--- config.mk ---
export PLATFORM = sky130hd
export DESIGN_NAME = rel_branch_unit
export DESIGN_NICKNAME = d
export VERILOG_FILES = /design/src/rtl/rbu_pkg.sv /design/src/rtl/rbu_ctrl.sv /design/src/rtl/rbu_dpath.sv /design/src/rtl/rel_branch_unit.sv
export SDC_FILE = /design/constraint.sdc
export NUM_CORES = 1
export LEC_CHECK = 0
export BUFFER_PORTS_ARGS = -buffer_cell sky130_fd_sc_hd__buf_2
export CAP_MARGIN = 20
export CORE_MARGIN = 5
export CORE_UTILIZATION = 55
export CTS_BUF_LIST = sky130_fd_sc_hd__clkbuf_4 sky130_fd_sc_hd__clkbuf_8
export DETAILED_ROUTE_END_ITERATION = 16
export GPL_ROUTABILITY_DRIVEN = 0
export PLACE_DENSITY = 0.89
export SLEW_MARGIN = 20
export SYNTH_ARGS = -nofsm -noshare
export SYNTH_HDL_FRONTEND = slang
export SYNTH_SLANG_ARGS = --single-unit
--- constraint.sdc ---
create_clock -name clk -period 6 [get_ports clk]
set_clock_uncertainty 0.05 [all_clocks]
set_input_delay 0.9 -clock clk [delete_from_list [all_inputs] [get_ports clk]]
set_output_delay 0.9 -clock clk [all_outputs]
set_load 0.005 [all_outputs]
--- src/rtl/rbu_pkg.sv ---
`timescale 1ns/1ps
package rbu_pkg;

  localparam int INSTR_W  = 16;
  localparam int IMM_W    = 6;
  localparam int OPC1_LSB = 6;
  localparam int OPA_LSB  = 9;
  localparam int OPC0_LSB = 12;
  localparam int CTRL_W   = INSTR_W - IMM_W;

  // Conditions come in complementary pairs: odd code = inverse of the even one.
  typedef enum logic [3:0] {
    CC_CARRY_CLR = 4'h0, CC_CARRY_SET = 4'h1,
    CC_SIGN_CLR  = 4'h2, CC_SIGN_SET  = 4'h3,
    CC_NONZERO   = 4'h4, CC_ZERO      = 4'h5,
    CC_PLUS      = 4'h6, CC_MINUS     = 4'h7,
    CC_BELOW_EQ  = 4'h8, CC_ABOVE     = 4'h9,
    CC_LESS_EQ   = 4'hA, CC_GREATER   = 4'hB,
    CC_OVF_CLR   = 4'hC, CC_OVF_SET   = 4'hD,
    CC_ALWAYS    = 4'hE, CC_SPECIAL   = 4'hF
  } condCode_e;

  typedef struct packed {
    logic neg;
    logic zero;
    logic sign;
    logic carry;
    logic ovf;
  } flagSet_t;

  // Strobes from control to datapath.
  typedef struct packed {
    logic jumpHit;
    logic jumpTaken;
    logic jumpIllegal;
    logic goBack;
  } brStrobe_t;

endpackage

--- src/rtl/rbu_ctrl.sv ---
`timescale 1ns/1ps
module rbu_ctrl
  import rbu_pkg::*;
(
  input  logic              clk,
  input  logic              rstN,
  input  logic [CTRL_W-1:0] ctrlBits,
  input  flagSet_t          flags,
  output brStrobe_t         strobe
);

  localparam int NUM_PAIRS = 8;
  localparam int SEL_W     = $clog2(NUM_PAIRS);
  localparam int C0_LO     = OPC0_LSB - IMM_W;
  localparam int CA_LO     = OPA_LSB - IMM_W;
  localparam int C1_LO     = OPC1_LSB - IMM_W;

  condCode_e            cc;
  logic [2:0]           opA;
  logic [2:0]           opc1;
  logic [NUM_PAIRS-1:0] pairBase;
  logic [SEL_W-1:0]     pairSel;
  logic                 condMet;
  logic                 isJump;
  logic                 dirLegal;

  assign cc      = condCode_e'(ctrlBits[C0_LO +: 4]);
  assign opA     = ctrlBits[CA_LO +: 3];
  assign opc1    = ctrlBits[C1_LO +: 3];
  assign pairSel = ctrlBits[C0_LO + 1 +: SEL_W];

  // Base (even-code) condition of each pair; odd code inverts it.
  always_comb begin
    pairBase[0] = !flags.carry;
    pairBase[1] = !flags.sign;
    pairBase[2] = !flags.zero;
    pairBase[3] = !flags.neg;
    pairBase[4] = !flags.carry || flags.zero;
    pairBase[5] = flags.sign || flags.zero;
    pairBase[6] = !flags.ovf;
    pairBase[7] = 1'b1;
  end

  always_comb begin
    condMet  = pairBase[pairSel] ^ cc[0];
    isJump   = (opA == 3'd0) && (cc != CC_SPECIAL);
    dirLegal = (opc1[2:1] == 2'b00);
    strobe.jumpHit     = isJump;
    strobe.jumpIllegal = isJump && !dirLegal;
    strobe.jumpTaken   = isJump && dirLegal && condMet;
    strobe.goBack      = opc1[0];
  end

  a_r2_special_never_jumps: assert property (@(posedge clk) disable iff (!rstN)
    (cc == CC_SPECIAL) |-> (!strobe.jumpHit && !strobe.jumpTaken));

  a_r10_nonzero_opa_not_jump: assert property (@(posedge clk) disable iff (!rstN)
    (opA != 3'd0) |-> !strobe.jumpHit);

  a_r5_illegal_not_taken: assert property (@(posedge clk) disable iff (!rstN)
    strobe.jumpIllegal |-> !strobe.jumpTaken);

  a_r3_always_taken: assert property (@(posedge clk) disable iff (!rstN)
    (strobe.jumpHit && cc == CC_ALWAYS && opc1 == 3'd0) |-> strobe.jumpTaken);

endmodule

--- src/rtl/rbu_dpath.sv ---
`timescale 1ns/1ps
module rbu_dpath
  import rbu_pkg::*;
#(
  parameter int              ADDR_W   = 16,
  parameter logic [ADDR_W-1:0] RESET_PC = '0
) (
  input  logic              clk,
  input  logic              rstN,
  input  logic              stepEn,
  input  logic [ADDR_W-1:0] curPc,
  input  logic [IMM_W-1:0]  imm,
  input  brStrobe_t         strobe,
  output logic [ADDR_W-1:0] targetAddr,
  output logic [ADDR_W-1:0] nextPc,
  output logic [ADDR_W-1:0] pcQ
);

  localparam int PAD_W = ADDR_W - IMM_W;
  localparam logic [ADDR_W-1:0] ONE = ADDR_W'(1);

  logic [ADDR_W-1:0] pcPlusOne;
  logic [ADDR_W-1:0] offset;
  logic [ADDR_W-1:0] fwdAddr;
  logic [ADDR_W-1:0] backAddr;

  always_comb begin
    pcPlusOne  = curPc + ONE;
    offset     = {{PAD_W{1'b0}}, imm};
    fwdAddr    = pcPlusOne + offset;
    backAddr   = pcPlusOne - offset;
    targetAddr = strobe.goBack ? backAddr : fwdAddr;
    nextPc     = strobe.jumpTaken ? targetAddr : pcPlusOne;
  end

  always_ff @(posedge clk or negedge rstN) begin
    if (!rstN)       pcQ <= RESET_PC;
    else if (stepEn) pcQ <= nextPc;
  end

  a_r1_taken_needs_hit: assert property (@(posedge clk) disable iff (!rstN)
    strobe.jumpTaken |-> strobe.jumpHit);

  a_r5_illegal_falls_through: assert property (@(posedge clk) disable iff (!rstN)
    strobe.jumpIllegal |-> (nextPc - curPc) == ONE);

  a_r8_untaken_sequential: assert property (@(posedge clk) disable iff (!rstN)
    !strobe.jumpTaken |-> (nextPc - curPc) == ONE);

  a_r9_pc_loads: assert property (@(posedge clk) disable iff (!rstN)
    stepEn |=> pcQ == $past(nextPc));

  a_r9_pc_holds: assert property (@(posedge clk) disable iff (!rstN)
    !stepEn |=> $stable(pcQ));

endmodule

--- src/rtl/rel_branch_unit.sv ---
`timescale 1ns/1ps
module rel_branch_unit
  import rbu_pkg::*;
#(
  parameter int                ADDR_W   = 16,
  parameter logic [ADDR_W-1:0] RESET_PC = '0
) (
  input  logic               clk,
  input  logic               rstN,
  input  logic               stepEn,
  input  logic [INSTR_W-1:0] instrWord,
  input  logic [ADDR_W-1:0]  curPc,
  input  logic               flagNeg,
  input  logic               flagZero,
  input  logic               flagSign,
  input  logic               flagCarry,
  input  logic               flagOvf,
  output logic               jumpHit,
  output logic               jumpTaken,
  output logic               jumpIllegal,
  output logic [ADDR_W-1:0]  targetAddr,
  output logic [ADDR_W-1:0]  nextPc,
  output logic [ADDR_W-1:0]  pcQ
);

  brStrobe_t strobe;
  flagSet_t  flags;

  assign flags = '{neg: flagNeg, zero: flagZero, sign: flagSign,
                   carry: flagCarry, ovf: flagOvf};

  rbu_ctrl u_ctrl (
    .clk      (clk),
    .rstN     (rstN),
    .ctrlBits (instrWord[INSTR_W-1:IMM_W]),
    .flags    (flags),
    .strobe   (strobe)
  );

  rbu_dpath #(.ADDR_W(ADDR_W), .RESET_PC(RESET_PC)) u_dpath (
    .clk        (clk),
    .rstN       (rstN),
    .stepEn     (stepEn),
    .curPc      (curPc),
    .imm        (instrWord[IMM_W-1:0]),
    .strobe     (strobe),
    .targetAddr (targetAddr),
    .nextPc     (nextPc),
    .pcQ        (pcQ)
  );

  assign jumpHit     = strobe.jumpHit;
  assign jumpTaken   = strobe.jumpTaken;
  assign jumpIllegal = strobe.jumpIllegal;

endmodule

# Word-level counts from Yosys, hierarchy flattened
# Index checks and enable logic that the tools add are counted.
# totals
register_bits,16
latch_bits,0
mem_bits_rw,0
romBits,0
wordCells,25
memories,0
# op_classes
addsub,3
multipliers,0
div,0
order_cmp,1
eq_ne,1
n_shift,0
muxes,4
n_bitwise,1
reduce_logical,14
# op_table
operator,count
$mux W16,2
$add A16 B1 Y16 const B,1
$add A16 B6 Y16,1
$sub A16 B6 Y16,1
$logic_not A1 Y1,6
$logic_and A1 B1 Y1,4
$lt A3 B4 Y1 const B,1
$ne A4 B4 Y1 const B,1
$bmux W1 S3,1
$logic_not A3 Y1,1
$logic_not A2 Y1,1
$logic_or A1 B1 Y1,2
$mux W1,1
$xor A1 B1 Y1,1

# Depth between registers and ports, before layout
# Gate-level depths: netlist (run 1).
# depth
word_depth,7
mapped_depth,13

# Hierarchy
# From an unflattened synthesis (run 1), not the netlist that was laid out.
# hier_totals
hier_cells,258
hier_area_um2,2170.8
# modules_own_cells
module,instances,cells_each,area_each_um2,seq_area_each_um2
rbu_dpath,1,243,2039.5,400.4
rbu_ctrl,1,15,131.4,0.0

# Worst setup path before layout (run 1)
# Ideal clock, no wire load.
# synth_timing
kind,input -> output
start,in curPc[0]
end,out nextPc[14]
t_arrival_ns,3.521
required_time_ns,5.050
setup_slack_ns,1.529
path_stages,11
n_path_buf,1
cell_sequence,nand3_1 -> nor4_1 -> nand2_1 -> xnor2_1 -> ha_1 -> clkbuf_1 -> a2111o_1 -> and3_1 -> a2111oi_0 -> o311a_1 -> mux2_4
# synth_via
elab_chain_cells,4
word_cells_on_any_way,5
cone_classes,add/sub (3); mux (2)
# synth_lines
item,line,source
from (decl),rel_branch_unit.sv:12,"input logic [ADDR_W-1:0] curPc,"
$add A16 B1 Y16 *,rbu_dpath.sv:28,pcPlusOne = curPc + ONE;
$add A16 B6 Y16 / $sub A16 B6 Y16 (equally long branches),"rbu_dpath.sv:30, rbu_dpath.sv:31",
$mux W16 *,rbu_dpath.sv:32,targetAddr = strobe.goBack ? backAddr : fwdAddr;
named net targetAddr[14],rel_branch_unit.sv:21,"output logic [ADDR_W-1:0] targetAddr,"
$mux W16 *,rbu_dpath.sv:33,nextPc = strobe.jumpTaken ? targetAddr : pcPlusOne;
to (decl),rel_branch_unit.sv:22,"output logic [ADDR_W-1:0] nextPc,"
# Mark *: on every way through the listed nets, which the timed path passes. The rest lies on a longest branch.

# Final worst setup path (run 1)
# layout_timing
start,in curPc[0]
end,out targetAddr[15]
# layout_via
elab_chain_cells,3
word_cells_on_any_way,4
cone_classes,add/sub (3); mux (1)
# layout_lines
item,line
$add A16 B1 Y16 *,rbu_dpath.sv:28
$add A16 B6 Y16 / $sub A16 B6 Y16 (equally long branches),"rbu_dpath.sv:30, rbu_dpath.sv:31"
$mux W16 *,rbu_dpath.sv:32
to (decl),rel_branch_unit.sv:21
# Every way passes the cells marked *; elsewhere a longest branch is shown, timed or not.

==> summary.md, run 1 <==
- complete, no violations — run status
- sky130_fd_sc_hd__clkbuf_8 — clock tree root buffer cell
- 4.93 ns — post-layout minimum cycle time
- 0 — Fin. Hold Viols
- 3.98 ns — data arrival time of the worst path
- 5520 µm — HPWL after detailed placement
- 90 — number of port buffers
- 1.11 ns — Post-Place Worst Slack
- 10400 µm — first-pass GRT wire length
- sky130_fd_sc_hd__dfrtp_1 — Synth Flop Type
- 23 — number of placement rows
- 9 — CP max FO
- 2359 — via count of the first global-routing pass
- input port — startpoint class of the critical path
- 57.9% — Initial Utilization
- 197 — violation count after the first detailed-routing iteration
- 75.4 µm — width of the die
- 2880 µm² — total non-filler cell area in the finished layout
- 0.500 mW — overall power of the completed layout
- 25.3% — sequential fraction of design power
- 2350 µm² — post-synth design cell area
- no — RSZ-0062 raised after global routing
- u_dpath.pcQ[7] — origin of the worst min-delay path
- 19.5% — proportion of power drawn by the clock network
- 0 — hold buffer count at cts
- 5.05 ns — Required @ worst endpoint
- input port to primary output — category of the critical setup timing path
- built — CTS tree
- primary output — critical path endpoint category
- 5.86 — via/cell ratio
- 2820 µm² — Placed Instance Area
- 2 — CTS Buffer Depth
- 293 — Post-Syn Instances
- 203 MHz — maximum clock frequency
- u_dpath.pcQ[11] — worst reg2reg path startpoint
- 33.1% — share of post-route cells with drive strength above 1
- 5 — iteration count of the initial detailed-routing pass
- 0.196 mW — sw power
- 4060 µm² — Std-Cell Core Area
- 68.2% — slew margin rel.
- 0 — ANT cells
- 5680 µm² — total die area
- 2509 — detailed-route via count
- 0 — number of antenna violations at the first check in global routing
- 1 — Min-Delay Path Depth
- 2 — worst reg2reg path depth
- 3 — number of buffers created by CTS
- 0 — number of flops mapped to enable cells by yosys
- 0 — number of warnings issued by yosys
- 5.14 ns — R2R setup slack
- 0 — # Post-CTS Setup Buffers
- 22.5% — area growth from synthesis to layout
- 23.4% — GRT Total Usage
- 0.470 ns — Worst Tran Pin Value
- 75.4 µm — overall die height
- 352 — Post-Syn Nets
- 0 — number of instances resized during post-cts repair
- 428 — number of cells in the finished layout apart from fillers
- 438 — NumNets Final
- 39.1% — fraction of power spent switching nets
- 0 — aggregate global routing overflow
- u_dpath.pcQ[11] — Reg-to-Reg End
- 6610 µm — Total Routed Length
- 0.000126 V — VDD IR max
- 26 — pin count of the biggest net entering global routing
- 0.25 ns — clk_lat worst skew
- 91 — # IOs
- 0 — final setup fails
- 424 — post-placement cell count
- register to register — type of the worst min-delay path
- 16 — TritonCTS sink count
- 0.06 ns — Clk pin slew, worst setup/hold paths
- 0.304 mW — internal power component
- 0 — Slew Viols, Final
- u_dpath.pcQ[7] — Hold Path End
- 17.0% — register area share after synthesis
- 1.07 ns — final setup slack of the worst path
- 100% — Async S/R FF share, synth
- u_dpath.pcQ (16) — registers with the most flip-flops
- 174 nW/µm² — cell area power density
- 16 — number of flip-flops in the largest register
- 82.2% — final critical-path share of the clock period
- 1.42 nW — reported leakage power
- 8.02 µm² — Mapped Avg Cell Area
- u_dpath.pcQ — largest register by flop count
- 1 — H-tree level count
- 15.4 µm — WL per Instance
- 0 — Residual DRC
- 67 — count of cell types in the netlist
- 0 — maximum capacitance violations
- 0 ns — Final TNS setup
- 55.2% — combinational share of power
- 16 — synthesis-stage register bit count
- 0 — count of antenna-violating nets left after detailed routing
==> cell usage in the layout, fill, tap and decap left out, types with 2 or more instances in the layout <==
cell / Yosys / final
sky130_fd_sc_hd__mux2_4: 6 / 6
sky130_fd_sc_hd__clkbuf_8: 0 / 4
sky130_fd_sc_hd__o21ai_0: 11 / 11
sky130_fd_sc_hd__nand2b_1: 5 / 5
sky130_fd_sc_hd__or2_2: 3 / 3
sky130_fd_sc_hd__nand2_1: 25 / 25
sky130_fd_sc_hd__nor2b_1: 3 / 3
sky130_fd_sc_hd__a211oi_1: 3 / 3
sky130_fd_sc_hd__a31oi_1: 2 / 2
sky130_fd_sc_hd__buf_2: 1 / 90
sky130_fd_sc_hd__mux2_2: 10 / 10
sky130_fd_sc_hd__o41ai_1: 2 / 2
sky130_fd_sc_hd__and3_1: 2 / 2
sky130_fd_sc_hd__nor2_1: 31 / 31
sky130_fd_sc_hd__o31a_1: 2 / 2
sky130_fd_sc_hd__o211ai_1: 2 / 2
sky130_fd_sc_hd__xnor2_1: 15 / 15
sky130_fd_sc_hd__xor2_1: 11 / 11
sky130_fd_sc_hd__o31ai_4: 2 / 2
sky130_fd_sc_hd__ha_1: 18 / 18
sky130_fd_sc_hd__and2_1: 4 / 4
sky130_fd_sc_hd__o221ai_1: 3 / 3
sky130_fd_sc_hd__nand4_1: 4 / 4
sky130_fd_sc_hd__o21a_1: 4 / 4
sky130_fd_sc_hd__nand3_1: 8 / 8
sky130_fd_sc_hd__nor3_1: 6 / 6
sky130_fd_sc_hd__nor4_1: 3 / 3
sky130_fd_sc_hd__a21oi_1: 13 / 13
sky130_fd_sc_hd__mux2i_1: 3 / 3
sky130_fd_sc_hd__or3_1: 2 / 2
sky130_fd_sc_hd__a21o_1: 3 / 3
sky130_fd_sc_hd__o21ai_1: 2 / 2
sky130_fd_sc_hd__inv_1: 27 / 27
sky130_fd_sc_hd__a211o_1: 2 / 2
sky130_fd_sc_hd__or4b_1: 2 / 2
sky130_fd_sc_hd__dfrtp_1: 16 / 16
==> layout make-up <==
| type | instances | area [µm²] |
|---|---|---|
| Timing Repair Buffer | 90 | 450 |
| Clock buffer | 4 | 55.1 |
| Sequential cell | 16 | 400 |
| Fill cell | 347 | 1180 |
| Inverter | 28 | 105 |
| Multi-Input combinational cell | 240 | 1810 |
| Tap cell | 50 | 62.6 |
==> worst max-delay path: stages <==
cell,delay [ns]
sky130_fd_sc_hd__buf_2,0.11
sky130_fd_sc_hd__nand3_1,0.23
sky130_fd_sc_hd__nor4_1,0.49
sky130_fd_sc_hd__nand2_1,0.12
sky130_fd_sc_hd__xnor2_1,0.23
sky130_fd_sc_hd__ha_1,0.37
sky130_fd_sc_hd__o21a_1,0.22
sky130_fd_sc_hd__a21oi_1,0.30
sky130_fd_sc_hd__o21bai_1,0.10
sky130_fd_sc_hd__a21oi_1,0.24
sky130_fd_sc_hd__a21oi_1,0.15
sky130_fd_sc_hd__or2_4,0.26
sky130_fd_sc_hd__xnor2_1,0.11
sky130_fd_sc_hd__buf_2,0.13
==> synthesized netlist by cell type, drive strengths merged (2+ instances only) <==
library cell   n  area share, %
dfrtp         16             17
o221ai         3            1.1
o211ai         3            1.2
or4b           2           0.85
o311a          2           0.91
or2            4            1.2
mux2i          3            1.3
xor2          11            4.1
nor3           6            1.3
nor2          32            5.4
buf            3           0.69
o21ai         13            2.8
a21o           3           0.96
and2           5            1.4
xnor2         15            5.6
nor2b          3           0.80
o31ai          3            2.1
and3           3            1.0
clkbuf         6           0.96
a211o          2           0.75
a21oi         13            2.8
nand2         25            4.0
a211oi         3           0.96
or3            2           0.53
o31a           2           0.75
o41ai          2           0.75
ha            18            9.6
nand4          5            2.0
inv           28            4.5
o21a           4            1.3
a31oi          2           0.53
nand2b         5            1.3
nor4           4            1.3
mux2          17            9.1
nand3          8            1.7
==> worst max-delay path by stage <==
stage | slack [ns] | endpoint | from
finish | 1.07 | targetAddr[15] | curPc[0]
global route | 0.84 | nextPc[14] | curPc[0]
CTS | 1.08 | nextPc[14] | curPc[0]
detailed placement | 1.11 | nextPc[14] | curPc[0]
global placement | 1.18 | nextPc[14] | curPc[0]
floorplan | 1.53 | nextPc[14] | curPc[0]
==> kinds of logic (layout without fill, tap and decap cells) <==
family | count (synthesis) | after routing | share of synthesized area, %
AO/OA/AOI/OAI | 66 | 66 | 21.1
XOR/XNOR | 26 | 26 | 9.69
adder cells (fa/ha/maj) | 19 | 19 | 10.4
buffers and inverters | 37 | 122 | 6.12
flip-flops | 16 | 16 | 17.0
multiplexers | 21 | 21 | 11.3
AND/OR/NAND/NOR | 108 | 108 | 24.3
==> per-stage QoR <==
stage               utilization, %  hold slack [ns]
CTS                           71.0            0.455
finish                        71.0            0.452
detailed placement            69.6            0.438
global route                  71.0            0.465
floorplan                        -            0.455
global placement              69.6            0.436
==> power groups by stage <==
stage | registers, mW | clock network [mW] | logic (mW)
2_1_floorplan | 0.130 | 0 | 0.169
3_3_place_gp | 0.128 | 0 | 0.268
3_5_place_dp | 0.129 | 0 | 0.274
4_1_cts | 0.127 | 0.0987 | 0.276
5_1_grt | 0.128 | 0.103 | 0.305
6_report | 0.127 | 0.0975 | 0.276
==> metal layers <==
layer  global-route usage, %  part of all wire, %  vias up
met4                    7.77                  1.8        0
met5                       0                    0        -
met2                    41.0                   49      125
met1                    27.4                   40     1151
li1                        -                    -     1217
met3                    6.73                  9.9       16
(Power assumes the default switching activity.)
==> run 2: changes to the inputs <==
CORE_UTILIZATION = 46   (was 55)
PLACE_DENSITY = 0.79   (was 0.89)
clock period = 4 ns   (was 6 ns; I/O delays follow)
==> run 2 against run 1 <==
Compared with the run above:
- the run now ends with setup timing left
- global-route usage is 1.1 points lower
- critical path depth did not move
- routed wire length is 20% higher
- non-clock buffer count rose by 40
- worst setup slack got worse by 1.1 ns
==> summary.md, run 2 (synthesized netlist as in run 1, its figures left out) <==
- finished, violations left — run status
- setup timing — failing checks
- 45.9% — share of post-route cells with drive strength above 1, +13 points
- 0 — aggregate global routing overflow, unchanged
- 488 — number of cells in the finished layout apart from fillers, +14%
- input port — startpoint class of the critical path
- 3.35 ns — data arrival time of the worst path, -0.63 ns
- yes — RSZ-0062 raised after global routing
- 0 — Residual DRC, unchanged
- 410 — filler instances, +18%
- 0 — maximum capacitance violations, unchanged
- 3 — number of buffers created by CTS, unchanged
- 45.7% — area growth from synthesis to layout
- 0.499 ns — Worst Tran Pin Value, +0.0283 ns
- 16 — number of flip-flops in the largest register, unchanged
- u_dpath.pcQ — largest register by flop count
- 2711 — detailed-route via count, +8.1%
- 3090 µm² — Placed Instance Area, +9.4%
- 0 — Slew Viols, Final, unchanged
- 11600 µm — first-pass GRT wire length, +13%
- 250 MHz — maximum clock frequency
- 7910 µm — Total Routed Length, +20%
- 4 — iteration count of the initial detailed-routing pass, -1
- 0.851 mW — overall power of the completed layout, +70%
- 66.7% — slew margin rel., -1.6 points
- 0.25 ns — clk_lat worst skew, about the same
- 22.3% — GRT Total Usage, -1.1 points
- 81.5 µm — width of the die, +8.1%
- 26 — pin count of the biggest net entering global routing, unchanged
- 46.6% — Initial Utilization, -11 points
- u_dpath.pcQ (16) — registers with the most flip-flops
- 16.2 µm — WL per Instance, +5.0%
- 5040 µm² — Std-Cell Core Area, +24%
- 16 — TritonCTS sink count, unchanged
- 249 nW/µm² — cell area power density, +43%
- 1 — final setup fails, +1
- 2 — CTS Buffer Depth, unchanged
- input port to async pin — type of the worst min-delay path
- 127 — violation count after the first detailed-routing iteration, -36%
- 0 — number of antenna violations at the first check in global routing, unchanged
- 0 — ANT cells, unchanged
- 0.07 ns — Clk pin slew, worst setup/hold paths, about the same
- 6 — CP max FO, -3
- 0.000225 V — VDD IR max, +79%
- 6060 µm — HPWL after detailed placement, +9.8%
- 6640 µm² — total die area, +17%
- 90 — number of port buffers, unchanged
- 3.35 ns — Required @ worst endpoint, -1.70 ns
- 1.67 nW — reported leakage power, +18%
- 100% — final critical-path share of the clock period
- primary output — critical path endpoint category
- 0 — Fin. Hold Viols, unchanged
- 476 — post-placement cell count, +12%
- 26 — number of placement rows, +13%
- 1 — H-tree level count, unchanged
- built — CTS tree
- 0 — count of antenna-violating nets left after detailed routing, unchanged
- sky130_fd_sc_hd__buf_2 — leading cell type in the layout, fill and taps excluded
- 81.5 µm — overall die height, +8.1%
- input port to primary output — category of the critical setup timing path
- -0.00489 ns — final setup slack of the worst path, -1.07 ns
- sky130_fd_sc_hd__buf_2, sky130_fd_sc_hd__buf_4, sky130_fd_sc_hd__nor2_1, sky130_fd_sc_hd__inv_1, sky130_fd_sc_hd__nand2_1 — commonest cells after routing, fill and taps aside
- 4.00 ns — post-layout minimum cycle time
- 5.56 — via/cell ratio, -5.2%
- 3420 µm² — total non-filler cell area in the finished layout, +19%
- 0.197 ns — worst hold slack, -0.255 ns
- 2567 — via count of the first global-routing pass, +8.8%
- sky130_fd_sc_hd__clkbuf_8 — clock tree root buffer cell
- 91 — # IOs, unchanged
- 478 — NumNets Final, +9.1%
==> run 2: final timing paths <==
path                                      start         endpoint  slack, ns  cells past startpoint
worst min-delay path                       rstN  u_dpath.pcQ[15]       0.20                      1
worst max register to register  u_dpath.pcQ[15]  u_dpath.pcQ[15]       3.15                      2
worst max-delay path                   curPc[0]   targetAddr[15]     -0.005                     14
min in group clk                 u_dpath.pcQ[0]   u_dpath.pcQ[0]       0.45                      1
max in group asynchronous                  rstN   u_dpath.pcQ[1]       3.44                      1
worst min register to register   u_dpath.pcQ[0]   u_dpath.pcQ[0]       0.45                      1
==> run 2: through the flow <==
stage               setup slack [ns]  setup TNS [ns]  util [%]
finish                      -0.00489        -0.00489      67.9
global route                  -0.143          -0.611      67.9
CTS                          0.00194               0      63.2
detailed placement            -0.262          -0.727      61.3
global placement              -0.144          -0.320      61.3
floorplan                      0.129               0         -
==> run 2: final cells by class <==
cell class	instances	area (µm²)	share of cell area [%]
Clock buffer	4	55.1	1.61
Inverter	28	105	3.07
Multi-Input combinational cell	240	1990	58.1
Sequential cell	16	400	11.7
Tap cell	70	87.6	2.56
Timing Repair Buffer	130	787	23.0
==> run 2: power by group <==
part	total (mW)	switching, mW	internal (mW)	leakage [nW]
Clock	0.146	0.0590	0.0875	0.0288
Combinational	0.514	0.264	0.250	1.45
Sequential	0.190	0.00929	0.181	0.188
==> run 2: what timing repair did <==
item	4_1_cts	5_1_grt
hold buffers	0	0
pin swaps	2	16
setup buffers	0	8
gates resized for setup	6	36
endpoints found under the setup margin	6	12
==> run 2: per-layer routing <==
layer	track usage (%)	up-vias	wire length (µm)
li1	-	1306	-
met1	26.4	1279	3150
met2	40.6	106	4060
met3	4.50	20	498
met4	6.42	0	208
met5	0	-	0
==> run 2: critical path, cell delays in order <==
cell	delay, ns
sky130_fd_sc_hd__buf_2	0.10
sky130_fd_sc_hd__nand3_1	0.18
sky130_fd_sc_hd__buf_4	0.22
sky130_fd_sc_hd__nor2_1	0.13
sky130_fd_sc_hd__xor2_1	0.28
sky130_fd_sc_hd__ha_2	0.29
sky130_fd_sc_hd__nand2_1	0.13
sky130_fd_sc_hd__a211oi_2	0.31
sky130_fd_sc_hd__o31ai_2	0.11
sky130_fd_sc_hd__a211o_1	0.32
sky130_fd_sc_hd__and3_4	0.19
sky130_fd_sc_hd__or2_4	0.24
sky130_fd_sc_hd__xnor2_2	0.13
sky130_fd_sc_hd__buf_2	0.13
